[config.mk]
export PLATFORM = sky130hd
export DESIGN_NAME = tamper_edge_qualifier
export DESIGN_NICKNAME = d
export VERILOG_FILES = /design/src/rtl/tqd_pkg.sv /design/src/rtl/tqd_sync.sv /design/src/rtl/tqd_stab.sv /design/src/rtl/tqd_vote.sv /design/src/rtl/tamper_edge_qualifier.sv
export SDC_FILE = /design/constraint.sdc
export NUM_CORES = 1
export LEC_CHECK = 0
export BUFFER_PORTS_ARGS = -buffer_cell sky130_fd_sc_hd__buf_2
export CORE_MARGIN = 2
export CORE_UTILIZATION = 40
export DETAILED_ROUTE_END_ITERATION = 6
export GPL_TIMING_DRIVEN = 0
export MAX_ROUTING_LAYER = met4
export PLACE_DENSITY = 0.67
export SLEW_MARGIN = 10
export SYNTH_ARGS = -nofsm -noshare
export SYNTH_HDL_FRONTEND = slang
export SYNTH_HIERARCHICAL = 1
export SYNTH_SLANG_ARGS = --single-unit
[constraint.sdc]
create_clock -name clk -period 2 [get_ports clk]
set_input_delay 0.3 -clock clk [delete_from_list [all_inputs] [get_ports clk]]
set_output_delay 0.3 -clock clk [all_outputs]
set_load 0.05 [all_outputs]
[src/rtl/tqd_pkg.sv]
package tqd_pkg;

  typedef enum logic [1:0] {
    TQD_RAW    = 2'd0,
    TQD_STABLE = 2'd1,
    TQD_BLANK  = 2'd2,
    TQD_VOTE   = 2'd3
  } tqd_mode_e;

  // Vote outranks blanking, blanking outranks stability; disabled means raw.
  function automatic tqd_mode_e tqd_pick(input logic en, input logic maj,
                                         input logic asy);
    if (!en)      return TQD_RAW;
    else if (maj) return TQD_VOTE;
    else if (asy) return TQD_BLANK;
    else          return TQD_STABLE;
  endfunction

endpackage

[src/rtl/tqd_sync.sv]
module tqd_sync #(
  parameter int STAGES = 2
) (
  input  logic clk,
  input  logic rst,
  input  logic pin_async,
  output logic level_o
);

  logic [STAGES-1:0] chain;

  for (genvar g = 0; g < STAGES; g++) begin : g_stage
    if (g == 0) begin : g_first
      always_ff @(posedge clk) begin
        chain[g] <= pin_async;
      end
    end else begin : g_next
      always_ff @(posedge clk) begin
        if (rst) chain[g] <= pin_async;
        else     chain[g] <= chain[g-1];
      end
    end
  end

  assign level_o = chain[STAGES-1];

endmodule

[src/rtl/tqd_stab.sv]
module tqd_stab #(
  parameter int LIMIT = 4
) (
  input  logic clk,
  input  logic rst,
  input  logic tick_i,
  input  logic lvl_i,
  input  logic init_i,
  output logic prev_o,
  output logic full_o
);

  localparam int CW = $clog2(LIMIT + 1);
  localparam logic [CW-1:0] LIM = CW'(LIMIT);

  logic          prev_q;
  logic [CW-1:0] cnt_q;

  always_ff @(posedge clk) begin
    if (rst) begin
      prev_q <= init_i;
      cnt_q  <= '0;
    end else begin
      prev_q <= lvl_i;
      if (lvl_i != prev_q)           cnt_q <= '0;
      else if (tick_i && cnt_q != LIM) cnt_q <= cnt_q + 1'b1;
    end
  end

  assign prev_o = prev_q;
  assign full_o = (cnt_q == LIM);

  a_r5_restart: assert property (@(posedge clk) disable iff (rst)
    (lvl_i != prev_q) |=> (cnt_q == '0));

  a_r5_saturate: assert property (@(posedge clk) disable iff (rst)
    cnt_q <= LIM);

endmodule

[src/rtl/tqd_vote.sv]
module tqd_vote #(
  parameter int DEPTH = 3
) (
  input  logic clk,
  input  logic rst,
  input  logic tick_i,
  input  logic smp_i,
  input  logic init_i,
  output logic lvl_o
);

  localparam int HALF = DEPTH / 2;

  logic [DEPTH-1:0] win_q;

  always_ff @(posedge clk) begin
    if (rst)         win_q <= {DEPTH{init_i}};
    else if (tick_i) win_q <= {win_q[DEPTH-2:0], smp_i};
  end

  assign lvl_o = ($countones(win_q) > HALF);

  a_r8_shift: assert property (@(posedge clk) disable iff (rst)
    tick_i |=> (win_q[0] == $past(smp_i)));

endmodule

[src/rtl/tamper_edge_qualifier.sv]
module tamper_edge_qualifier
  import tqd_pkg::*;
#(
  parameter int SYNC_STAGES  = 2,
  parameter int STABLE_TICKS = 4,
  parameter int VOTE_DEPTH   = 3
) (
  input  logic clk,
  input  logic rst,
  input  logic deb_tick,
  input  logic deb_en,
  input  logic maj_sel,
  input  logic async_sel,
  input  logic pol_rise,
  input  logic pin_raw,
  output logic edge_pulse
);

  logic      lvl_s, prev_lvl, stab_full, vote_lvl;
  logic      ref_q, blank_q;
  logic      nxt_ref, nxt_blank, fire;
  tqd_mode_e mode;

  tqd_sync #(.STAGES(SYNC_STAGES)) u_sync (
    .clk(clk), .rst(rst), .pin_async(pin_raw), .level_o(lvl_s)
  );

  tqd_stab #(.LIMIT(STABLE_TICKS)) u_stab (
    .clk(clk), .rst(rst), .tick_i(deb_tick), .lvl_i(lvl_s),
    .init_i(pin_raw), .prev_o(prev_lvl), .full_o(stab_full)
  );

  tqd_vote #(.DEPTH(VOTE_DEPTH)) u_vote (
    .clk(clk), .rst(rst), .tick_i(deb_tick), .smp_i(lvl_s),
    .init_i(pin_raw), .lvl_o(vote_lvl)
  );

  assign mode = tqd_pick(deb_en, maj_sel, async_sel);

  always_comb begin
    nxt_ref   = ref_q;
    nxt_blank = 1'b0;
    fire      = 1'b0;
    unique case (mode)
      TQD_RAW: begin
        if (lvl_s != ref_q) begin
          fire    = 1'b1;
          nxt_ref = lvl_s;
        end
      end
      TQD_STABLE: begin
        if (stab_full && prev_lvl != ref_q) begin
          fire    = 1'b1;
          nxt_ref = prev_lvl;
        end
      end
      TQD_BLANK: begin
        nxt_blank = blank_q;
        if (!blank_q) begin
          if (lvl_s != ref_q) begin
            fire      = 1'b1;
            nxt_ref   = lvl_s;
            nxt_blank = 1'b1;
          end
        end else if (stab_full) begin
          nxt_blank = 1'b0;
        end
      end
      TQD_VOTE: begin
        if (vote_lvl != ref_q) begin
          fire    = 1'b1;
          nxt_ref = vote_lvl;
        end
      end
      default: ;
    endcase
  end

  always_ff @(posedge clk) begin
    if (rst) begin
      ref_q      <= pin_raw;
      blank_q    <= 1'b0;
      edge_pulse <= 1'b0;
    end else begin
      ref_q      <= nxt_ref;
      blank_q    <= nxt_blank;
      edge_pulse <= fire && (nxt_ref == pol_rise);
    end
  end

  a_r1_single_pulse: assert property (@(posedge clk) disable iff (rst)
    edge_pulse |=> !edge_pulse);

  a_r1_polarity: assert property (@(posedge clk) disable iff (rst)
    edge_pulse |-> (ref_q == $past(pol_rise)));

  a_r6_blank_quiet: assert property (@(posedge clk) disable iff (rst)
    (mode == TQD_BLANK && blank_q) |=> !edge_pulse);

  a_r2_reset_quiet: assert property (@(posedge clk)
    rst |=> !edge_pulse);

endmodule

==> run summary <==
Outcome = complete, no violations
CP Capture Type = register
Share of cells above drive strength 1 = 31.9%
Commonest cells after routing, fill and taps aside = dfxtp_1 (9), buf_2 (8), ha_1 (7)
Number of synthesized register bits = 12
Worst path max stage delay = 0.41 ns
CTS sink count = 12
CTS tree = built
DP Worst Slack = 0.0815 ns
Final core occ = 49.9%
Crit start category = register
Fin crit period = 1.90 ns
Chip height = 45.3 um
IO buf count = 8
Max IR drop VDD = 0.000422 V
Area growth, synth to finish = 14.1%
Routability cong. = 0.809
Total Routing Usage GR = 12.6%
Initial antenna violation count = 0
CP Max Fanout = 2
Power share of the sequential group = 48.7%
Synth Net Count = 75
Switching power = 0.147 mW
Area of the core = 0.00156 mm2
Drt first pass iters = 4
Final hold violations = 0
Mapped Cells = 60
Critical path required time = 2.16 ns
Detail Placement HPWL = 818 um
Root Buffer = clkbuf_4
Clock share of power = 31.4%
Drt drc = 0
P_int = 0.439 mW
CTS Buffer Depth = 2
Final Skew = 0.00245 ns
Fin crit share = 95.0%
GRT overflow = 0
Cells along the critical path = ha_1 -> a21o_1 -> ha_1 -> o21ai_0 -> o31ai_1 -> o32a_1 -> mux2_2
Most used cell, CP = ha_1
Post-synthesis cell type count = 25
Final Max Tran Viols = 0
Pin count of the biggest net entering global routing = 11
Leak = 0.330 nW
Critical path arrival = 2.06 ns
Min-Delay Path Class = in -> reg
Worst hold slack = 0.210 ns
Routed via count = 458
Most common cell after layout, fill and taps aside = dfxtp_1
Drt wl/cell = 11.4 um
DRT iter0 DRCs = 8
Finished Cell Area = 778 um2
Setup TNS = 0 ns
Final ANT Viol Nets = 0
Crit Path Category = reg -> reg
Die ar. = 0.00205 mm2
Mapped Area = 682 um2
RSZ-0062 raised after global routing = no
Post-Syn Area per Cell = 11.4 um2
IO Count = 9
Fmax = 526 MHz
Slowest CP cell = edfxtp_1
Power, Total = 0.586 mW
Final setup vio count = 0
First-pass GRT wire length = 1.77 mm
Post-cts hold buffer count = 0
Combinational group share of total power = 19.9%
Nets = 88
PnR worst setup slack = 0.100 ns
Ant diodes = 0
Post-synthesis sequential area ratio = 39.6%
Final wirelength = 1.01 mm
Die X-Extent = 45.3 um
Vias in the first global route = 428
# placed instances = 84
Std-Cell Rows = 14
Vias/cell = 5.20
Fin cells = 88
PD cells = 753 mW/mm2
Max-cap violations = 0
Max-slew headroom = 77.8%
Starting Density = 43.7%
H-Tree Level Count = 1
YS warnings = 6
Switching portion of total power = 25.0%
Clock slew at reported path FFs = 0.07 ns
Area post-placement = 742 um2
Worst Max-Slew Pin Slew = 0.328 ns
Total CTS buffers = 3
Skew-Pair Late Insertion Delay = 0.26 ns
cell type report:
cell class	instances	area (um2)
Tap cell	16	20.0
Clock buffer	4	36.3
Fill cell	152	781
Sequential cell	12	270
Multi-Input combinational cell	43	393
Timing Repair Buffer	8	40.0
Inverter	5	18.8
cells in the mapped netlist:
master    count  share of area (%)
dfxtp_1       9                 26
nor3_1        1               0.73
and2_1        1               0.92
o311ai_1      1                1.3
or2_2         1               0.92
o31ai_1       1                1.1
o21ai_0       1               0.73
a21boi_2      1                1.7
nor2_1        2                1.1
mux2_2        6                9.9
o21ai_1       1               0.73
mux2i_1       4                5.9
a21o_1        1                1.1
o32a_1        1                1.5
ha_1          7                 13
nor4b_2       1                2.2
o211ai_1      2                2.2
edfxtp_1      3                 13
nor4_1        1               0.92
inv_1         5                2.8
mux2_4        1                2.2
nand2b_1      3                2.8
and4b_2       1                1.7
xnor2_1       3                3.9
a21oi_1       2                1.5
power by group through the flow:
stage	combinational (mW)	clock, mW	sequential (mW)
global placement	0.115	0	0.290
global route	0.131	0.202	0.290
floorplan	0.0811	0	0.295
CTS	0.118	0.192	0.285
finish	0.117	0.184	0.285
detailed placement	0.118	0	0.291
cell families (layout without fill, tap and decap cells):
group                    after synthesis  in the layout  synth area share, %
adder cells (fa/ha/maj)                7              7                 12.8
flip-flops                            12             12                 39.6
XOR/XNOR                               3              3                 3.85
AND/OR/NAND/NOR                       11             11                 11.2
buffers and inverters                  5             17                 2.75
AO/OA/AOI/OAI                         11             11                 11.7
multiplexers                          11             11                 18.0
worst paths after layout:
check	to	from	cells past startpoint	slack (ns)
setup / recovery	ref_q	u_vote/win_q[0]	7	0.10
hold / removal	u_sync/chain[0]	pin_raw	1	0.21
setup reg to reg	ref_q	u_vote/win_q[0]	7	0.10
hold reg to reg	u_sync/level_o	u_sync/chain[0]	1	0.46
critical path, delay by kind of cell, from the launching register on:
family	cells	cell delay, ns
AOI/OAI and AO/OA	4	0.62
adders and majority gates	2	0.49
DFF	1	0.41
muxes	1	0.26
registers in the layout, indices dropped and copies added (netlist names):
signal	flops
ref_q	1
u_stab/cnt_q	3
u_sync/level_o	1
u_sync/chain	1
edge_pulse	1
blank_q	1
u_vote/win_q	3
u_stab/prev_o	1
layer usage:
layer	vias to the layer above	track usage, %	part of all wire [%]
li1	245	-	-
met1	205	14.9	50
met2	6	19.1	46
met3	2	2.40	3.6
met4	0	8.82	0.89
met5	-	-	0
repair_timing:
item / in CTS / in global routing
endpoints found under the setup margin: 0 / 1
buffers inserted: 0 / 0
gates resized for setup: 0 / 0
Power figures use the tool's default switching activity.
